File: src/rtl/line_irq_pkg.sv
`timescale 1ns/1ps
package line_irq_pkg;

  // Register select, taken from the two low address bits
  typedef enum logic [1:0] {
    SEL_LAT_LO = 2'd0,
    SEL_LAT_HI = 2'd1,
    SEL_ARM    = 2'd2,
    SEL_ACK    = 2'd3
  } reg_sel_e;

  // Decoded control-write events, at most one register strobe high at a time
  typedef struct packed {
    logic hit;
    logic lat_lo;
    logic lat_hi;
    logic arm;
    logic ack;
  } ctrl_evt_t;

endpackage

File: src/rtl/line_irq_decode.sv
`timescale 1ns/1ps
module line_irq_decode
  import line_irq_pkg::*;
#(
  parameter int ADDR_W = 16,
  parameter int PAGE_W = 4,
  parameter logic [PAGE_W-1:0] PAGE = 4'hF
) (
  input  logic              wr_en,
  input  logic [ADDR_W-1:0] wr_addr,
  output ctrl_evt_t         evt
);
  localparam int GAP_W = ADDR_W - PAGE_W - 2;

  logic     in_window;
  reg_sel_e sel;

  always_comb begin
    in_window  = wr_en
               && (wr_addr[ADDR_W-1 -: PAGE_W] == PAGE)
               && (wr_addr[2 +: GAP_W] == '0);
    sel        = reg_sel_e'(wr_addr[1:0]);
    evt        = '0;
    evt.hit    = in_window;
    evt.lat_lo = in_window && (sel == SEL_LAT_LO);
    evt.lat_hi = in_window && (sel == SEL_LAT_HI);
    evt.arm    = in_window && (sel == SEL_ARM);
    evt.ack    = in_window && (sel == SEL_ACK);
  end
endmodule

File: src/rtl/line_irq_regs.sv
`timescale 1ns/1ps
module line_irq_regs
  import line_irq_pkg::*;
#(
  parameter int NIB_W = 4,
  localparam int CNT_W = 2 * NIB_W
) (
  input  logic             clk,
  input  logic             rst_n,
  input  ctrl_evt_t        evt,
  input  logic [NIB_W-1:0] wr_data,
  output logic [CNT_W-1:0] reload,
  output logic             run_en
);
  logic       saved_en;
  logic [1:0] nib_we;

  assign nib_we = {evt.lat_hi, evt.lat_lo};

  // One flop group per reload nibble
  for (genvar g = 0; g < 2; g++) begin : g_nib
    always_ff @(posedge clk) begin
      if (!rst_n)         reload[g*NIB_W +: NIB_W] <= '0;
      else if (nib_we[g]) reload[g*NIB_W +: NIB_W] <= wr_data;
    end
  end

  always_ff @(posedge clk) begin
    if (!rst_n) begin
      run_en   <= 1'b0;
      saved_en <= 1'b0;
    end else if (evt.arm) begin
      run_en   <= wr_data[1];
      saved_en <= wr_data[0];
    end else if (evt.ack) begin
      run_en   <= saved_en;
    end
  end
endmodule

File: src/rtl/line_irq_prescaler.sv
`timescale 1ns/1ps
module line_irq_prescaler #(
  parameter int STEP = 3,
  parameter int MOD  = 341,
  localparam int PRE_W = $clog2(MOD + STEP)
) (
  input  logic             clk,
  input  logic             rst_n,
  input  logic             clear,
  input  logic             adv,
  output logic [PRE_W-1:0] pre,
  output logic             wrap
);
  // Returns {wrap, next value} for one step from cur (cur < MOD)
  function automatic logic [PRE_W:0] pre_next(input logic [PRE_W-1:0] cur);
    logic [PRE_W-1:0] sum;
    sum = cur + PRE_W'(STEP);
    if (sum >= PRE_W'(MOD)) return {1'b1, sum - PRE_W'(MOD)};
    return {1'b0, sum};
  endfunction

  logic [PRE_W:0]   nxt;
  logic [PRE_W-1:0] nxt_val;
  logic             nxt_wrap;

  assign nxt      = pre_next(pre);
  assign nxt_wrap = nxt[PRE_W];
  assign nxt_val  = nxt[PRE_W-1:0];
  assign wrap     = adv && nxt_wrap;

  always_ff @(posedge clk) begin
    if (!rst_n)     pre <= '0;
    else if (clear) pre <= '0;
    else if (adv)   pre <= nxt_val;
  end
endmodule

File: src/rtl/line_irq_counter.sv
`timescale 1ns/1ps
module line_irq_counter #(
  parameter int CNT_W = 8
) (
  input  logic             clk,
  input  logic             rst_n,
  input  logic             load,
  input  logic             bump,
  input  logic [CNT_W-1:0] reload,
  output logic [CNT_W-1:0] count,
  output logic             ovf
);
  function automatic logic is_top(input logic [CNT_W-1:0] v);
    return &v;
  endfunction

  assign ovf = bump && is_top(count);

  always_ff @(posedge clk) begin
    if (!rst_n)     count <= '0;
    else if (load)  count <= reload;
    else if (ovf)   count <= reload;
    else if (bump)  count <= count + 1'b1;
  end
endmodule

File: src/rtl/line_irq_timer.sv
`timescale 1ns/1ps
module line_irq_timer
  import line_irq_pkg::*;
#(
  parameter int PRE_STEP = 3,
  parameter int PRE_MOD  = 341,
  parameter int NIB_W    = 4,
  parameter int ADDR_W   = 16,
  parameter int PAGE_W   = 4,
  parameter logic [PAGE_W-1:0] PAGE = 4'hF,
  localparam int CNT_W = 2 * NIB_W,
  localparam int PRE_W = $clog2(PRE_MOD + PRE_STEP)
) (
  input  logic              clk,
  input  logic              rst_n,
  input  logic              cpu_tick,
  input  logic              wr_en,
  input  logic [ADDR_W-1:0] wr_addr,
  input  logic [NIB_W-1:0]  wr_data,
  output logic              irq
);
  ctrl_evt_t        evt;
  logic [CNT_W-1:0] reload;
  logic [CNT_W-1:0] count;
  logic [PRE_W-1:0] pre;
  logic             run_en;
  logic             adv;
  logic             wrap;
  logic             ovf;

  line_irq_decode #(.ADDR_W(ADDR_W), .PAGE_W(PAGE_W), .PAGE(PAGE)) u_dec (
    .wr_en  (wr_en),
    .wr_addr(wr_addr),
    .evt    (evt)
  );

  line_irq_regs #(.NIB_W(NIB_W)) u_regs (
    .clk    (clk),
    .rst_n  (rst_n),
    .evt    (evt),
    .wr_data(wr_data),
    .reload (reload),
    .run_en (run_en)
  );

  // A start write takes precedence over a tick in the same cycle
  assign adv = run_en && cpu_tick && !evt.arm;

  line_irq_prescaler #(.STEP(PRE_STEP), .MOD(PRE_MOD)) u_pre (
    .clk  (clk),
    .rst_n(rst_n),
    .clear(evt.arm),
    .adv  (adv),
    .pre  (pre),
    .wrap (wrap)
  );

  line_irq_counter #(.CNT_W(CNT_W)) u_cnt (
    .clk   (clk),
    .rst_n (rst_n),
    .load  (evt.arm),
    .bump  (wrap),
    .reload(reload),
    .count (count),
    .ovf   (ovf)
  );

  // Overflow sets, a control write clears, overflow wins a tie
  always_ff @(posedge clk) begin
    if (!rst_n)       irq <= 1'b0;
    else if (ovf)     irq <= 1'b1;
    else if (evt.hit) irq <= 1'b0;
  end
endmodule

File: config.mk
export PLATFORM = sky130hd
export DESIGN_NAME = line_irq_timer
export DESIGN_NICKNAME = d
export VERILOG_FILES = /design/src/rtl/line_irq_pkg.sv /design/src/rtl/line_irq_decode.sv /design/src/rtl/line_irq_regs.sv /design/src/rtl/line_irq_prescaler.sv /design/src/rtl/line_irq_counter.sv /design/src/rtl/line_irq_timer.sv
export SDC_FILE = /design/constraint.sdc
export NUM_CORES = 1
export LEC_CHECK = 0
export BUFFER_PORTS_ARGS = -buffer_cell sky130_fd_sc_hd__buf_2
export CORE_UTILIZATION = 55
export DETAILED_ROUTE_END_ITERATION = 8
export PLACE_DENSITY = 0.74
export SLEW_MARGIN = 10
export SYNTH_ARGS = -nofsm -noshare
export SYNTH_HDL_FRONTEND = slang
export SYNTH_SLANG_ARGS = --single-unit
File: constraint.sdc
create_clock -name clk -period 3.3 [get_ports clk]
set_input_delay 0.33 -clock clk [delete_from_list [all_inputs] [get_ports clk]]
set_output_delay 0.33 -clock clk [all_outputs]
set_load 0.02 [all_outputs]
==> Implementation_results.wiki <==
{| class="wikitable"
! Metric !! Value
|-
| Result of the run || complete, no violations
|-
| Period utilization || 92.12%
|-
| Final std cells w/o fill || 286
|-
| Category of the worst setup path launch point || register
|-
| Primary FF master, synth || sky130_fd_sc_hd__dfxtp_1
|-
| Library cells used by synthesis || 51
|-
| Hold violation count in the final report || 0
|-
| Number of buffers between clock root and the deepest sink || 2
|-
| Max-Slew Margin vs Limit || 50.90%
|-
| Detailed placement HPWL || 3221 um
|-
| CP Max Fanout || 13
|-
| Area of the die || 3572 sq um
|-
| VDD IR max || 234.0 uV
|-
| Final global-route overflow total || 0
|-
| Via Count || 1711
|-
| Clock-pin transition on the worst setup and hold timing paths || 0.16 ns
|-
| Number of clock sinks || 28
|-
| CP Capture Type || register
|-
| Number of slew-limit violations in the final report || 0
|-
| Fraction of layout cells with a size suffix above 1 || 16.94%
|-
| Routability Congestion || 0.8641
|-
| Synth warn || 0
|-
| Synth top area share || 30.54%
|-
| Detailed-router iteration count before antenna repair || 4
|-
| Clock latency on the worst-skew pair || 0.34 ns
|-
| Initial antenna violation count || 0
|-
| Register area share after synthesis || 30.54%
|-
| Core footprint || 3103 sq um
|-
| Fmax || 0.3289 GHz
|-
| Post-placement cell count || 282
|-
| Port bufs || 24
|-
| Layout fillers || 289
|-
| CTS tree || yes
|-
| Die X || 59.77 um
|-
| Final count of negative-setup-slack endpoints || 0
|-
| Register area || 560.5 sq um
|-
| Count of inserted antenna diode cells || 0
|-
| Number of instances in the synthesized netlist || 220
|-
| Category of the critical setup timing path || reg -> reg
|-
| Number of synthesized register bits || 28
|-
| Final layout net count || 273
|-
| Master cell of the clock root buffer || sky130_fd_sc_hd__clkbuf_4
|-
| Number of max-cap violations || 0
|-
| Syn nets || 250
|-
| Area Growth Syn to Fin || 10.91%
|-
| Number of routed nets with antenna violations || 0
|-
| Worst hold-check path type || in -> reg
|-
| Launch instance of the worst register-to-register path || u_pre.pre[0]$_SDFFE_PP0P_
|-
| Async set-reset flop share out of synthesis || 0%
|-
| Global-route wire length before repair || 7341 um
|-
| Arrival time reported for the critical path endpoint || 3.35 ns
|-
| I/O pin cnt || 25
|-
| Reg-to-reg slack, setup || 0.26 ns
|-
| Static Leak || 0.7723 nW
|-
| Startpoint of the lowest-slack hold path || wr_data[2]
|-
| First element of the critical path || u_pre.pre[0]$_SDFFE_PP0P_
|-
| Via count of the first global-routing pass || 1676
|-
| Total clock buffers created by CTS || 3
|-
| Total wire length after detailed routing || 4230 um
|-
| Std-Cell Rows || 20
|-
| Mapped Area || 1836 sq um
|-
| Hold buffer count at CTS || 0
|-
| Final min period || 3.040 ns
|-
| Number of design rule violations left after detail routing || 0
|-
| Total number of H-tree levels || 1
|-
| Starting utilization of the core area || 59.15%
|-
| Detail-routed via count per cell || 5.983
|-
| Starting DRT DRC Count || 82
|-
| Biggest area contributors in the synthesized netlist || sky130_fd_sc_hd__dfxtp_1 31%, sky130_fd_sc_hd__mux2i_1 5.5%, sky130_fd_sc_hd__o21ai_0 4.4%
|-
| Mean area per synthesized cell || 8.343 sq um
|-
| Area taken by multi-input logic gates || 1206 sq um
|-
| Overall global routing resource usage || 27.07%
|-
| Average wire length per cell after detail routing || 14.79 um
|-
| # resized after CTS || 0
|-
| Vertical die dimension || 59.77 um
|-
| Total setup buffers inserted after CTS || 0
|-
| CP Data Required Time || 3.61 ns
|-
| Post-synth top area cell || sky130_fd_sc_hd__dfxtp_1
|-
| Number of synthesized flops with an enable pin || 0
|-
| Largest net degree at the start of global routing || 20
|-
| Setup repair after global routing missed its margin || no
|-
| Worst-Margin Slew || 0.7309 ns
|-
| Power density normalized to cell area || 294.1 nW/um^2
|-
| Fin Setup TNS || 0 ns
|-
| Worst-case clock skew || 0.006256 ns
|}
metal layers:
layer / track usage, % / wire (um) / part of all wire (%)
met5: 0 / 0 / 0
met2: 47.30 / 2085 / 49
met1: 33.73 / 1875 / 44
met4: 11.63 / 68 / 1.6
met3: 2.381 / 200 / 4.7
synthesized netlist by cell type (3+ instances only):
library cell	number
sky130_fd_sc_hd__o21a_1	3
sky130_fd_sc_hd__nor3_1	4
sky130_fd_sc_hd__inv_1	7
sky130_fd_sc_hd__clkbuf_1	5
sky130_fd_sc_hd__a21oi_1	9
sky130_fd_sc_hd__o211a_1	3
sky130_fd_sc_hd__o21ai_0	16
sky130_fd_sc_hd__o2bb2ai_1	4
sky130_fd_sc_hd__nor2b_1	11
sky130_fd_sc_hd__and3_1	5
sky130_fd_sc_hd__dfxtp_1	28
sky130_fd_sc_hd__nand2_1	21
sky130_fd_sc_hd__or2_2	3
sky130_fd_sc_hd__a211oi_1	3
sky130_fd_sc_hd__and2_1	3
sky130_fd_sc_hd__o31ai_1	3
sky130_fd_sc_hd__a22oi_1	3
sky130_fd_sc_hd__mux2i_1	10
sky130_fd_sc_hd__nand3_1	6
sky130_fd_sc_hd__ha_1	6
sky130_fd_sc_hd__nor2_1	14
sky130_fd_sc_hd__xnor2_1	8
sky130_fd_sc_hd__nand2b_1	3
sky130_fd_sc_hd__a22o_1	4
metrics by stage:
stage | instance area (sq um) | total power, mW | hold WS [ns] | util (%) | setup slack, ns
after detailed placement | 1983 | 0.3740 | 0.4631 | 63.91 | 0.3513
after floorplan | 1836 | 0.3563 | 0.4317 | - | 0.8977
after global placement | 1983 | 0.3729 | 0.4529 | 63.91 | 0.5207
final | 2036 | 0.5987 | 0.2430 | 65.60 | 0.2599
after global routing | 2036 | 0.6169 | 0.2504 | 65.60 | 0.1036
after CTS | 2036 | 0.6039 | 0.2381 | 65.60 | 0.3117
power breakdown:
group,switching [mW],internal (mW)
sequential,0.00000192,0.338
combinational,0.0143,0.0144
clock,0.109,0.123
total,0.123,0.476
final cells by class:
type | count | share of cell area (%)
Clock inverter | 1 | 1.475
Tap cell | 44 | 2.704
Inverter | 7 | 1.291
Multi-Input combinational cell | 177 | 59.25
Clock buffer | 3 | 1.106
Timing Repair Buffer | 26 | 6.638
Sequential cell | 28 | 27.54
critical path: stages (launching register included):
cell                       delay, ns
sky130_fd_sc_hd__dfxtp_1        0.50
sky130_fd_sc_hd__inv_1          0.11
sky130_fd_sc_hd__ha_1           0.30
sky130_fd_sc_hd__nand3b_1       0.24
sky130_fd_sc_hd__xnor2_1        0.24
sky130_fd_sc_hd__o21ai_1        0.18
sky130_fd_sc_hd__a311oi_4       0.68
sky130_fd_sc_hd__a31oi_1        0.20
sky130_fd_sc_hd__nor2b_1        0.34
sky130_fd_sc_hd__a22o_1         0.20
state kept, by name (all words and copies together), names as in the netlist:
signal	count
u_pre.pre	9
u_cnt.count	8
u_regs.reload	8
irq	1
u_regs.run_en	1
u_regs.saved_en	1
cells in the final DEF (no fill, tap or decap), types with 3 or more instances in the layout:
cell,netlist,routed
sky130_fd_sc_hd__and2_1,3,3
sky130_fd_sc_hd__a22oi_1,3,3
sky130_fd_sc_hd__nor3_1,4,4
sky130_fd_sc_hd__mux2i_1,10,10
sky130_fd_sc_hd__or2_2,3,3
sky130_fd_sc_hd__nand2_1,21,21
sky130_fd_sc_hd__o31ai_1,3,3
sky130_fd_sc_hd__nor2b_1,11,11
sky130_fd_sc_hd__and3_1,5,5
sky130_fd_sc_hd__a211oi_1,3,3
sky130_fd_sc_hd__ha_1,6,6
sky130_fd_sc_hd__o21a_1,3,3
sky130_fd_sc_hd__a21oi_1,9,9
sky130_fd_sc_hd__clkbuf_4,0,3
sky130_fd_sc_hd__xnor2_1,8,8
sky130_fd_sc_hd__inv_1,7,7
sky130_fd_sc_hd__nand2b_1,3,3
sky130_fd_sc_hd__o2bb2ai_1,4,4
sky130_fd_sc_hd__o21ai_0,16,16
sky130_fd_sc_hd__nor2_1,14,14
sky130_fd_sc_hd__buf_2,1,24
sky130_fd_sc_hd__a22o_1,4,4
sky130_fd_sc_hd__dfxtp_1,28,28
sky130_fd_sc_hd__o211a_1,3,3
sky130_fd_sc_hd__nand3_1,6,6
path summary, 6_finish.rpt:
path                                         to  cells past startpoint
hold / removal    u_regs.reload[2]$_SDFFE_PN0P_                      3
hold reg to reg    u_regs.saved_en$_SDFFE_PN0P_                      2
setup reg to reg    u_cnt.count[7]$_SDFFE_PN0P_                      9
setup / recovery    u_cnt.count[7]$_SDFFE_PN0P_                      9
logic make-up (layout without fill, tap and decap cells):
| logic type | after synthesis | in the layout | share of synthesized area [%] |
|---|---|---|---|
| multiplexers | 11 | 11 | 6.067 |
| adder cells (fa/ha/maj) | 6 | 6 | 4.090 |
| XOR/XNOR | 10 | 10 | 4.772 |
| flip-flops | 28 | 28 | 30.54 |
| buffers and inverters | 15 | 37 | 3.749 |
| AND/OR/NAND/NOR | 87 | 87 | 25.97 |
| AO/OA/AOI/OAI | 63 | 63 | 24.81 |
(Power assumes the default switching activity.)
